**src/rtl/supply_mon_evt.sv**
```systemverilog
module supply_mon_evt #(
  parameter int DLY_W = 8
) (
  input  logic             clk,
  input  logic             rst_n,
  input  logic             cmp_in,
  input  logic             lso_tick,
  input  logic             cfg_en,
  input  logic             cfg_filt_en,
  input  logic [1:0]       cfg_div,
  input  logic [1:0]       cfg_dir,
  input  logic             cfg_rst_mode,
  input  logic             cfg_nmi,
  input  logic             cfg_rel_mode,
  input  logic [DLY_W-1:0] cfg_rel_cnt,
  input  logic             det_clr,
  output logic             mon_flag,
  output logic             det_flag,
  output logic             irq_mask,
  output logic             irq_nmi,
  output logic             rst_out
);

  typedef enum logic {ST_IDLE, ST_HOLD} rst_st_t;

  logic s1, s2;
  logic [2:0] div_cnt, div_max;
  logic sample_en;
  logic samp_q, filt_q;
  logic level, lvl_q;
  logic rise, fall, evt;
  logic det_q, irqm_q, irqn_q;
  rst_st_t st;
  logic [DLY_W-1:0] cnt;

  always_ff @(posedge clk or negedge rst_n) begin
    if (!rst_n) begin
      s1 <= 1'b1;
      s2 <= 1'b1;
    end else begin
      s1 <= cmp_in;
      s2 <= s1;
    end
  end

  always_comb begin
    case (cfg_div)
      2'd0:    div_max = 3'd0;
      2'd1:    div_max = 3'd1;
      2'd2:    div_max = 3'd3;
      default: div_max = 3'd7;
    endcase
  end

  assign sample_en = lso_tick && (div_cnt >= div_max);

  always_ff @(posedge clk or negedge rst_n) begin
    if (!rst_n) begin
      div_cnt <= '0;
      samp_q  <= 1'b1;
      filt_q  <= 1'b1;
    end else begin
      if (lso_tick) div_cnt <= (div_cnt >= div_max) ? 3'd0 : div_cnt + 3'd1;
      if (sample_en) begin
        samp_q <= s2;
        if (s2 == samp_q) filt_q <= s2;
      end
    end
  end

  assign level = cfg_filt_en ? filt_q : s2;
  assign rise  = level && !lvl_q;
  assign fall  = !level && lvl_q;
  assign evt   = cfg_en && (cfg_dir[1] ? (rise || fall) : (cfg_dir[0] ? rise : fall));

  always_ff @(posedge clk or negedge rst_n) begin
    if (!rst_n) begin
      lvl_q  <= 1'b1;
      det_q  <= 1'b0;
      irqm_q <= 1'b0;
      irqn_q <= 1'b0;
    end else begin
      lvl_q  <= level;
      det_q  <= evt ? 1'b1 : (det_clr ? 1'b0 : det_q);
      irqm_q <= evt && !cfg_rst_mode && !cfg_nmi;
      irqn_q <= evt && !cfg_rst_mode && cfg_nmi;
    end
  end

  always_ff @(posedge clk or negedge rst_n) begin
    if (!rst_n) begin
      st  <= ST_IDLE;
      cnt <= '0;
    end else if (!cfg_en || !cfg_rst_mode) begin
      st  <= ST_IDLE;
      cnt <= '0;
    end else begin
      case (st)
        ST_IDLE: begin
          cnt <= '0;
          if (cfg_rel_mode ? fall : !level) st <= ST_HOLD;
        end
        default: begin
          if (!cfg_rel_mode && !level) cnt <= '0;
          else if (cnt >= cfg_rel_cnt) st <= ST_IDLE;
          else if (lso_tick) cnt <= cnt + 1'b1;
        end
      endcase
    end
  end

  assign mon_flag = lvl_q;
  assign det_flag = det_q;
  assign irq_mask = irqm_q;
  assign irq_nmi  = irqn_q;
  assign rst_out  = (st == ST_HOLD);

  p_irq_excl_r7: assert property (@(posedge clk) disable iff (!rst_n)
    !(irq_mask && irq_nmi));
  p_irq_sets_det_r7: assert property (@(posedge clk) disable iff (!rst_n)
    (irq_mask || irq_nmi) |-> det_flag);
  p_no_irq_in_rst_r8: assert property (@(posedge clk) disable iff (!rst_n)
    (irq_mask || irq_nmi) |-> $past(cfg_en && !cfg_rst_mode));
  p_det_sticky_r5: assert property (@(posedge clk) disable iff (!rst_n)
    (det_flag && !det_clr) |=> det_flag);
  p_rst_while_low_r8: assert property (@(posedge clk) disable iff (!rst_n)
    ($past(cfg_en && cfg_rst_mode && !cfg_rel_mode) && !mon_flag) |-> rst_out);
  p_off_quiet_r11: assert property (@(posedge clk) disable iff (!rst_n)
    $past(!cfg_en) |-> (!rst_out && !irq_mask && !irq_nmi));

endmodule

```
**config.mk**
```make
export PLATFORM = sky130hd
export DESIGN_NAME = supply_mon_evt
export DESIGN_NICKNAME = d
export VERILOG_FILES = /design/src/rtl/supply_mon_evt.sv
export SDC_FILE = /design/constraint.sdc
export NUM_CORES = 1
export LEC_CHECK = 0
export ABC_AREA = 1
export ABC_CLOCK_PERIOD_IN_PS = 2500
export BUFFER_PORTS_ARGS = -buffer_cell sky130_fd_sc_hd__buf_2
export CAP_MARGIN = 20
export CORE_ASPECT_RATIO = 0.8
export CORE_MARGIN = 2
export CORE_UTILIZATION = 58
export CTS_CLUSTER_SIZE = 8
export DETAILED_ROUTE_END_ITERATION = 8
export PLACE_DENSITY = 0.83
export RECOVER_POWER = 100
export SETUP_SLACK_MARGIN = 0.2
export SKIP_CTS_REPAIR_TIMING = 1
export SYNTH_ARGS = -nofsm -noshare
export SYNTH_HDL_FRONTEND = slang
export SYNTH_SLANG_ARGS = --single-unit
```
**constraint.sdc**
```tcl
create_clock -name clk -period 2.5 [get_ports clk]
set_input_delay 0.375 -clock clk [delete_from_list [all_inputs] [get_ports clk]]
set_output_delay 0.375 -clock clk [all_outputs]
set_load 0.02 [all_outputs]
```
* Yosys cells after proc, flatten, opt, wreduce, memory -nomap -nowiden
Index checks and enable logic that the tools add are counted.
** Storage, ports and cells
- Bits in registers :: 20
- Bits of input ports :: 22
- Output and inout bits :: 5
- Word-level logic and storage cells :: 58
** Operators by class
- Add/subtract/negate cells :: 2
- $lt $le $gt $ge :: 2
- Equality and inequality tests :: 5
- Muxes and demuxes :: 18
- Reductions and logical operators :: 20
** Operators with widths (number)
- 2-to-1 mux 8 bit :: 5
- 2-to-1 mux 1 bit :: 11
- case mux 3 bit (3 select lines) :: 1
- adder 8 x 1 -> 8 bit, second input constant :: 1
- greater-or-equal comparator 8 bit :: 1
- logical AND 1 bit :: 8
- logical NOT 1 bit :: 6
- != test 4 x 2 -> 1 bit, second input constant :: 1
- != test 4 bit, second input constant :: 1
- AND reduction 2 bit :: 2
- adder 3 x 1 -> 3 bit, second input constant :: 1
- greater-or-equal comparator 3 bit :: 1
- 2-to-1 mux 3 bit :: 1
- equality test 2 x 1 -> 1 bit, second input constant :: 1
- equality test 2 bit, second input constant :: 1
- logical NOT 2 bit :: 1
- logical OR 1 bit :: 2
- nonzero test 2 bit :: 1
- equality test 1 bit :: 1

* Longest topological paths before layout
Gate-level depths: netlist of the first run.
- Depth after elaboration :: 8
- Depth in mapped cells :: 12
- Gate-level depth less buffers :: 12

* Least setup slack after synthesis of the first run
Ideal clock, no wire load.
- Path type :: reg-to-reg
- From :: register s2
- To :: register irqm_q, in the netlist irq_mask
- Setup time :: 71 ps
- Data arrival time :: 1501 ps
- Data required time :: 2429 ps
- Path slack :: 928 ps
- Stages on the path, launching flop included :: 9
- Path buffers :: 0
- Period minus slack after synthesis :: 1572 ps
- Cells stage by stage :: dfstp_2 nand2_1 nand2_1 inv_1 ha_1 nand2_1 o211ai_1 or2_2 nor2_1
** On the way
- Cells in the longest elaborated chain, start to end :: 8
- Elaborated cells on any way between the ends :: 10
- Classes of those cells :: mux (3); reduce/logical (7)
** RTL lines
- from (decl) :: line 26 : logic s1, s2;
- from (signal assigned) :: line 39 : s2 <= 1'b1;
- from (signal assigned) :: line 42 : s2 <= s1;
- 2-to-1 mux 1 bit (*) :: line 71 : assign level = cfg_filt_en ? filt_q : s2;
- via level :: line 30 : logic level, lvl_q;
- logical NOT 1 bit :: line 73 : assign fall = !level && lvl_q;
- logical AND 1 bit :: line 73
- 2-to-1 mux 1 bit / logical OR 1 bit (equally long branches) :: line 74 : assign evt = cfg_en && (cfg_dir[1] ? (rise || fall) : (cfg_dir[0] ? rise : fall));
- 2-to-1 mux 1 bit (*) :: line 74
- logical AND 1 bit (*) :: line 74
- logical AND 1 bit (*) (2 in a row) :: line 85 : irqm_q <= evt && !cfg_rst_mode && !cfg_nmi;
- to (signal assigned) :: line 85
- to (decl) :: line 32 : logic det_q, irqm_q, irqn_q;
The timed path passes the listed nets; every way through them passes the cells marked *.
A chain may end at the register's enable or synchronous reset.

* Worst setup path in the final report of the first run
- From :: register cnt[5]
- To :: register cnt[5]
** On the way
- Cells in the longest elaborated chain, start to end :: 6
- Elaborated cells on any way between the ends :: 9
- Classes of those cells :: add/sub (1); order compare (1); eq/ne (1); mux (5); reduce/logical (1)
** RTL lines
- from (decl) :: line 34 : logic [DLY_W-1:0] cnt;
- from (signal assigned) :: line 106 : else if (lso_tick) cnt <= cnt + 1'b1;
- adder 8 x 1 -> 8 bit :: line 106
- 2-to-1 mux 8 bit :: line 106
- 2-to-1 mux 8 bit :: line 105 : else if (cnt >= cfg_rel_cnt) st <= ST_IDLE;
- 2-to-1 mux 8 bit :: line 104 : if (!cfg_rel_mode && !level) cnt <= '0;
- 2-to-1 mux 8 bit :: line 98 : case (st)
- 2-to-1 mux 8 bit :: line 94 : end else if (!cfg_en || !cfg_rst_mode) begin
Several ways; a longest one is shown, not always the timed one. The select of a mux whose other input is x is not followed.

==> results of run 1 <==
==> per-stage QoR <==
| step | setup slack [ns] | instance area [um2] | power, uW | utilization |
|---|---|---|---|---|
| 3_3_place_gp | 0.804 | 1540 | 633 | 0.702 |
| 3_5_place_dp | 0.766 | 1540 | 653 | 0.702 |
| 2_1_floorplan | 0.928 | 1380 | 576 | - |
| 4_1_cts | 0.773 | 1570 | 809 | 0.714 |
| 6_report | 0.513 | 1550 | 796 | 0.705 |
| 5_1_grt | 0.397 | 1550 | 873 | 0.705 |
==> critical path, delay by kind of cell (launching register included) <==
family	cells	cell delay, ns
and+or+nand+nor	6	0.94
DFF	1	0.49
adders and majority gates	1	0.34
AOI/OAI and AO/OA	1	0.16
==> cell usage after synthesis (all sizes together) <==
| cell | count |
|---|---|
| nand2 | 51 |
| inv | 31 |
| nand3 | 22 |
| dfrtp | 15 |
| ha | 15 |
| nor2 | 15 |
| a21oi | 5 |
| dfstp | 5 |
| o21ai | 5 |
| nor3 | 4 |
| or2 | 4 |
| nand4 | 3 |
| nand3b | 2 |
| o21bai | 2 |
| a21o | 1 |
| nor4 | 1 |
| o211ai | 1 |
| o31ai | 1 |
==> worst paths after layout <==
| check | cells past startpoint | endpoint | from |
|---|---|---|---|
| worst max-delay path | 8 | cnt[5] | cnt[5] |
| min in group asynchronous | 1 | div_cnt[0] | rst_n |
| worst min register to register | 0 | s2 | s1 |
| max in group asynchronous | 1 | cnt[1] | rst_n |
| worst max register to register | 8 | cnt[5] | cnt[5] |
| worst min-delay path | 1 | s1 | cmp_in |
==> final cells by class <==
cell class | instances | area, um2
fillers | 180 | 648
repair buffers | 26 | 123
multi-input cells | 132 | 744
flip-flops and latches | 20 | 507
inverters | 31 | 116
well taps | 25 | 31.3
clock buffers | 4 | 26.3
==> kinds of logic (layout without fill, tap and decap cells) <==
kind of cell,after synthesis,in the layout,share of synthesized area
flops,20,20,0.367
compound gates,15,15,0.0635
simple gates,102,102,0.349
fa+ha+maj,15,15,0.136
buf+inv,31,61,0.0843
==> sequential cells by signal, indices dropped and copies added, names as in the netlist <==
signal / count
div_cnt: 3
rst_out: 1
cnt: 8
s2: 1
samp_q: 1
det_flag: 1
irq_nmi: 1
filt_q: 1
mon_flag: 1
s1: 1
irq_mask: 1
==> report_power, final <==
part | internal [uW] | total (uW) | switching (uW)
Clock | 62.2 | 153 | 90.8
Sequential | 376 | 408 | 31.3
Combinational | 91.4 | 236 | 144
==> routing by layer <==
metal | vias to the layer above | share of wire | GRT usage
met4 | 0 | 0.015 | 0.0837
met1 | 567 | 0.41 | 0.263
met5 | - | 0 | 0
li1 | 654 | - | -
met2 | 54 | 0.50 | 0.454
met3 | 6 | 0.074 | 0.0649
==> run summary, run 1 <==
Max Fclk: 0.503 GHz
CTS sink count: 20
Required @ worst endpoint: 2.74 ns
hold slack: 0.166 ns
fin crit share: 0.795
Hold Crit Class: primary input to flop
Post-Syn Area: 0.00138 mm2
Tmin final: 1.99 ns
Nets: 251
main area contributors after synthesis: dfrtp_1 27%, ha_1 14%, nand2_1 13%, dfstp_2 9.5%, inv_1 7.9%
Clock transition at path regs: 0.10 ns
Port Buf Inserts: 26
outcome: finished clean
Slew @ Worst Pin: 1.05 ns
kind of critical path: flop to flop
Startpoint Class: flop
relative slew slack: 0.303
starting density of the core: 0.628
initial DRC count: 65
Synth Area per Inst: 7.54 um2
vias in the first global route: 1196
largest net degree at the start of global routing: 21
Critical-path top delay cell: dfrtp_1
clock skew: 0.00245 ns
grt total ovfl: 0
P_leak: 0.000853 uW
top cell type by total area after synthesis: dfrtp_1
area of the core: 0.00220 mm2
setup TNS: 0 ns
Worst EP arrival: 2.23 ns
Placer Congestion: 0.876
VDD IR-drop max: 0.466 mV
Tot GR Track Use: 0.238
final hold vios: 0
Clock Latency Late Sink: 0.30 ns
Final HPWL DP: 2.30 mm
DIE WIDTH: 58.5 um
Area growth, synth to finish: 12.1%
flop-to-flop setup slack: 0.51 ns
vias per cell: 5.38
share of layout cells above drive strength 1: 0.174
final wirelength: 2.86 mm
most common library cell in the layout ignoring fill and taps: nand2_1
Top Ports: 27
CTS tree: done
num rows: 15
DRC Markers: 0
Critical Path End Type: flop
root buf cell: clkbuf_4
clk buf depth: 2
Most Frequent Cell on Critical Path: nand2_1
Worst path max stage delay: 0.49 ns
overall die height: 47.6 um
first-pass GRT wire length: 4.84 mm
cell count after synthesis: 183
routed vias: 1281
n_diodes: 0
distinct cell type count after synthesis: 24
RSZ-0062 raised after global routing: no
DR pass1 iterations: 4
max-cap viol count: 0
Seq cells post-synth: 20
final slew viol count: 0
Yosys warnings: 0
CP cell instances: ha_1 -> a21oi_1 -> nor2_1 -> nor2_1 -> nand3_1 -> nand2_1 -> nand2_1 -> nand2_1
sequential-to-total area share from yosys stat: 0.367
CP Max Fanout: 9
syn nets: 220
final setup vio count: 0
cts bufs inserted: 3
fin cells: 238
Placed Cells: 234
Cell Pwr Density: 515 mW/mm2
WL per Instance: 12.0 um
top cell type's share of synthesized area: 0.272
CTS H-tree lvls: 1
die area: 0.00279 mm2
antenna violations before repair: 0
most frequent cells in the layout: 50 x nand2_1, 29 x inv_1, 21 x nand3_1
Post-DRT Antenna Nets: 0
Power figures use the tool's default switching activity.
==> run 2: changes to the inputs <==
--- a/config.mk
+++ b/config.mk
@@ -6,15 +6,15 @@
 export NUM_CORES = 1
 export LEC_CHECK = 0
 export ABC_AREA = 1
-export ABC_CLOCK_PERIOD_IN_PS = 2500
+export ABC_CLOCK_PERIOD_IN_PS = 1670
 export BUFFER_PORTS_ARGS = -buffer_cell sky130_fd_sc_hd__buf_2
 export CAP_MARGIN = 20
 export CORE_ASPECT_RATIO = 0.8
 export CORE_MARGIN = 2
-export CORE_UTILIZATION = 58
+export CORE_UTILIZATION = 49
 export CTS_CLUSTER_SIZE = 8
 export DETAILED_ROUTE_END_ITERATION = 8
-export PLACE_DENSITY = 0.83
+export PLACE_DENSITY = 0.75
 export RECOVER_POWER = 100
 export SETUP_SLACK_MARGIN = 0.2
 export SKIP_CTS_REPAIR_TIMING = 1
==> constraint.sdc (replaced) <==
create_clock -name clk -period 1.67 [get_ports clk]
set_input_delay 0.2505 -clock clk [delete_from_list [all_inputs] [get_ports clk]]
set_output_delay 0.2505 -clock clk [all_outputs]
set_load 0.02 [all_outputs]
==> run 2 against run 1 <==
  * Hold slack got worse by 0.091 ns
  * Final cell count grew 14%
  * Core utilization up 2.2 points
  * Fmax grew 24%
  * Critical path type unchanged
  * Via count grew 8.6%
  * Sequential power increased by 50%
  * Flip-flop and latch count did not move
  * Global-route usage decreased by 5.3 points
  * Worst setup slack lost 0.44 ns
==> run summary, run 2 (same netlist as run 1, synthesis figures left out) <==
outcome: finished clean (unchanged)
Max Fclk: 0.625 GHz (was 0.503 GHz)
Cell Pwr Density: 746 mW/mm2 (was 515 mW/mm2)
Post-DRT Antenna Nets: 0 (unchanged)
critical path's top delay family: simple AND/OR/NAND/NOR gates (unchanged)
Worst Hold Path Cells: 2 (was 1)
Tot GR Track Use: 0.185 (was 0.238)
Area growth, synth to finish: 43.3% (was 12.1%)
reg2reg start: filt_q (was cnt[5])
largest net degree at the start of global routing: 21 (unchanged)
RSZ-0062 raised after global routing: yes (was no)
most frequent cells in the layout: 36 x nand2_1, 26 x inv_1, 21 x buf_2 (was 50 x nand2_1, 29 x inv_1, 21 x nand3_1)
VDD IR-drop max: 0.659 mV (was 0.466 mV)
top flop regs: cnt (8), div_cnt (3) (unchanged)
max-cap viol count: 0 (unchanged)
final wirelength: 3.42 mm (was 2.86 mm)
Worst EP arrival: 1.86 ns (was 2.23 ns)
share of layout cells above drive strength 1: 0.397 (was 0.174)
Clock Latency Late Sink: 0.32 ns (was 0.30 ns)
antenna violations before repair: 0 (unchanged)
Placer Congestion: 0.787 (was 0.876)
Required @ worst endpoint: 1.93 ns (was 2.74 ns)
Hold Crit Class: primary input to flop (unchanged)
first-pass GRT wire length: 4.75 mm (was 4.84 mm)
routed vias: 1391 (was 1281)
CTS tree: done (unchanged)
grt total ovfl: 0 (unchanged)
P_int: 999 uW (was 530 uW)
Tmin final: 1.60 ns (was 1.99 ns)
relative slew slack: 0.266 (was 0.303)
crit path buf inv count: 1 (was 0)
Largest register FFs: 8 (unchanged)
vias in the first global route: 1121 (was 1196)
worst hold path startpoint: cfg_nmi (was cmp_in)
area of the core: 0.00272 mm2 (was 0.00220 mm2)
P_leak: 0.00102 uW (was 0.000853 uW)
starting density of the core: 0.507 (was 0.628)
Worst path max stage delay: 0.59 ns (was 0.49 ns)
Setup WS post-layout: 0.0702 ns (was 0.513 ns)
Hold Path Sink: irq_mask (was s1)
CP Max Fanout: 3 (was 9)
root buf cell: clkbuf_4 (unchanged)
hold slack: 0.0750 ns (was 0.166 ns)
clock skew: 0.00106 ns (was 0.00245 ns)
vias per cell: 5.11 (was 5.38)
Critical-path top delay cell: dfstp_2 (was dfrtp_1)
Most Frequent Cell on Critical Path: nand2_4 (was nand2_1)
cell depth of the worst flop-to-flop path: 8 (unchanged)
Critical Path End Type: flop (unchanged)
register with the most flip-flops: cnt (unchanged)
fin crit share: 0.958 (was 0.795)
clk buf depth: 2 (unchanged)
CP cell instances: nand2_4 -> nand2_4 -> inv_4 -> ha_4 -> nand2_2 -> o211ai_1 -> or2_4 -> nor2_2 (was ha_1 -> a21oi_1 -> nor2_1 -> nor2_1 -> nand3_1 -> nand2_1 -> nand2_1 -> nand2_1)
num rows: 17 (was 15)
Psw: 477 uW (was 266 uW)
Place WS: 0.0195 ns (was 0.766 ns)
switch share: 0.323 (was 0.334)
final setup vio count: 0 (unchanged)
most common library cell in the layout ignoring fill and taps: nand2_1 (unchanged)
kind of critical path: flop to flop (unchanged)
DR pass1 iterations: 4 (unchanged)
WL per Instance: 12.6 um (was 12.0 um)
CTS H-tree lvls: 1 (unchanged)
worst r2r dst: irq_nmi (was cnt[5])
DIE WIDTH: 63.3 um (was 58.5 um)
cts bufs inserted: 3 (unchanged)
fin cells: 272 (was 238)
CTS sink count: 20 (unchanged)
DRC Markers: 0 (unchanged)
Placed Cells: 256 (was 234)
Final HPWL DP: 2.07 mm (was 2.30 mm)
Fillers: 226 (was 180)
Port Buf Inserts: 26 (unchanged)
initial DRC count: 53 (was 65)
Flop pwr share: 0.413 (was 0.512)
final slew viol count: 0 (unchanged)
Top Ports: 27 (unchanged)
die area: 0.00326 mm2 (was 0.00279 mm2)
Clock transition at path regs: 0.13 ns (was 0.10 ns)
overall die height: 51.5 um (was 47.6 um)
n_diodes: 0 (unchanged)
combinational power share: 0.304 (was 0.296)
clock share of power: 0.282 (was 0.192)
Startpoint Class: flop (unchanged)
Nets: 272 (was 251)
final hold vios: 0 (unchanged)
Slew @ Worst Pin: 1.10 ns (was 1.05 ns)
flop-to-flop setup slack: 0.07 ns (was 0.51 ns)
==> run 2: worst max-delay path by stage <==
stage                     cells past startpoint  slack [ns]       to    from
after global routing                          8        0.02  irq_nmi  filt_q
final                                         8        0.07  irq_nmi  filt_q
after global placement                        7        0.06   cnt[1]  cnt[7]
after floorplan                               8        0.18   cnt[0]  cnt[5]
after detailed placement                      7        0.02   cnt[1]  cnt[7]
after CTS                                     7     -0.0004   cnt[4]  cnt[7]
==> run 2: power by group through the flow <==
stage	sequential (uW)	clock (uW)	combinational, uW
floorplan	623	0	243
global placement	614	0	362
detailed placement	615	0	365
CTS	607	408	367
global route	620	438	521
finish	610	417	449
==> run 2: metal layers <==
layer	share of wire	vias to the layer above	track usage
met5	0	-	0
met2	0.49	56	0.302
met4	0.011	0	0.0217
met1	0.43	630	0.258
met3	0.072	8	0.0463
li1	-	697	-
==> run 2: final cells by class <==
| class | instances | area, um2 | area share |
|---|---|---|---|
| Clock inverter | 1 | 30.0 | 0.0152 |
| Sequential cell | 20 | 507 | 0.256 |
| Inverter | 31 | 121 | 0.0614 |
| Clock buffer | 3 | 22.5 | 0.0114 |
| Multi-Input combinational cell | 133 | 971 | 0.491 |
| Timing Repair Buffer | 46 | 279 | 0.141 |
| Tap cell | 38 | 47.5 | 0.0240 |
==> run 2: through the flow <==
| step | total power, uW | setup TNS (ns) | utilization | area, um2 |
|---|---|---|---|---|
| 2_1_floorplan | 865 | 0 | - | 1390 |
| 3_3_place_gp | 976 | 0 | 0.600 | 1630 |
| 3_5_place_dp | 981 | 0 | 0.600 | 1630 |
| 4_1_cts | 1380 | -0.000429 | 0.619 | 1690 |
| 5_1_grt | 1580 | 0 | 0.727 | 1980 |
| 6_report | 1480 | 0 | 0.727 | 1980 |
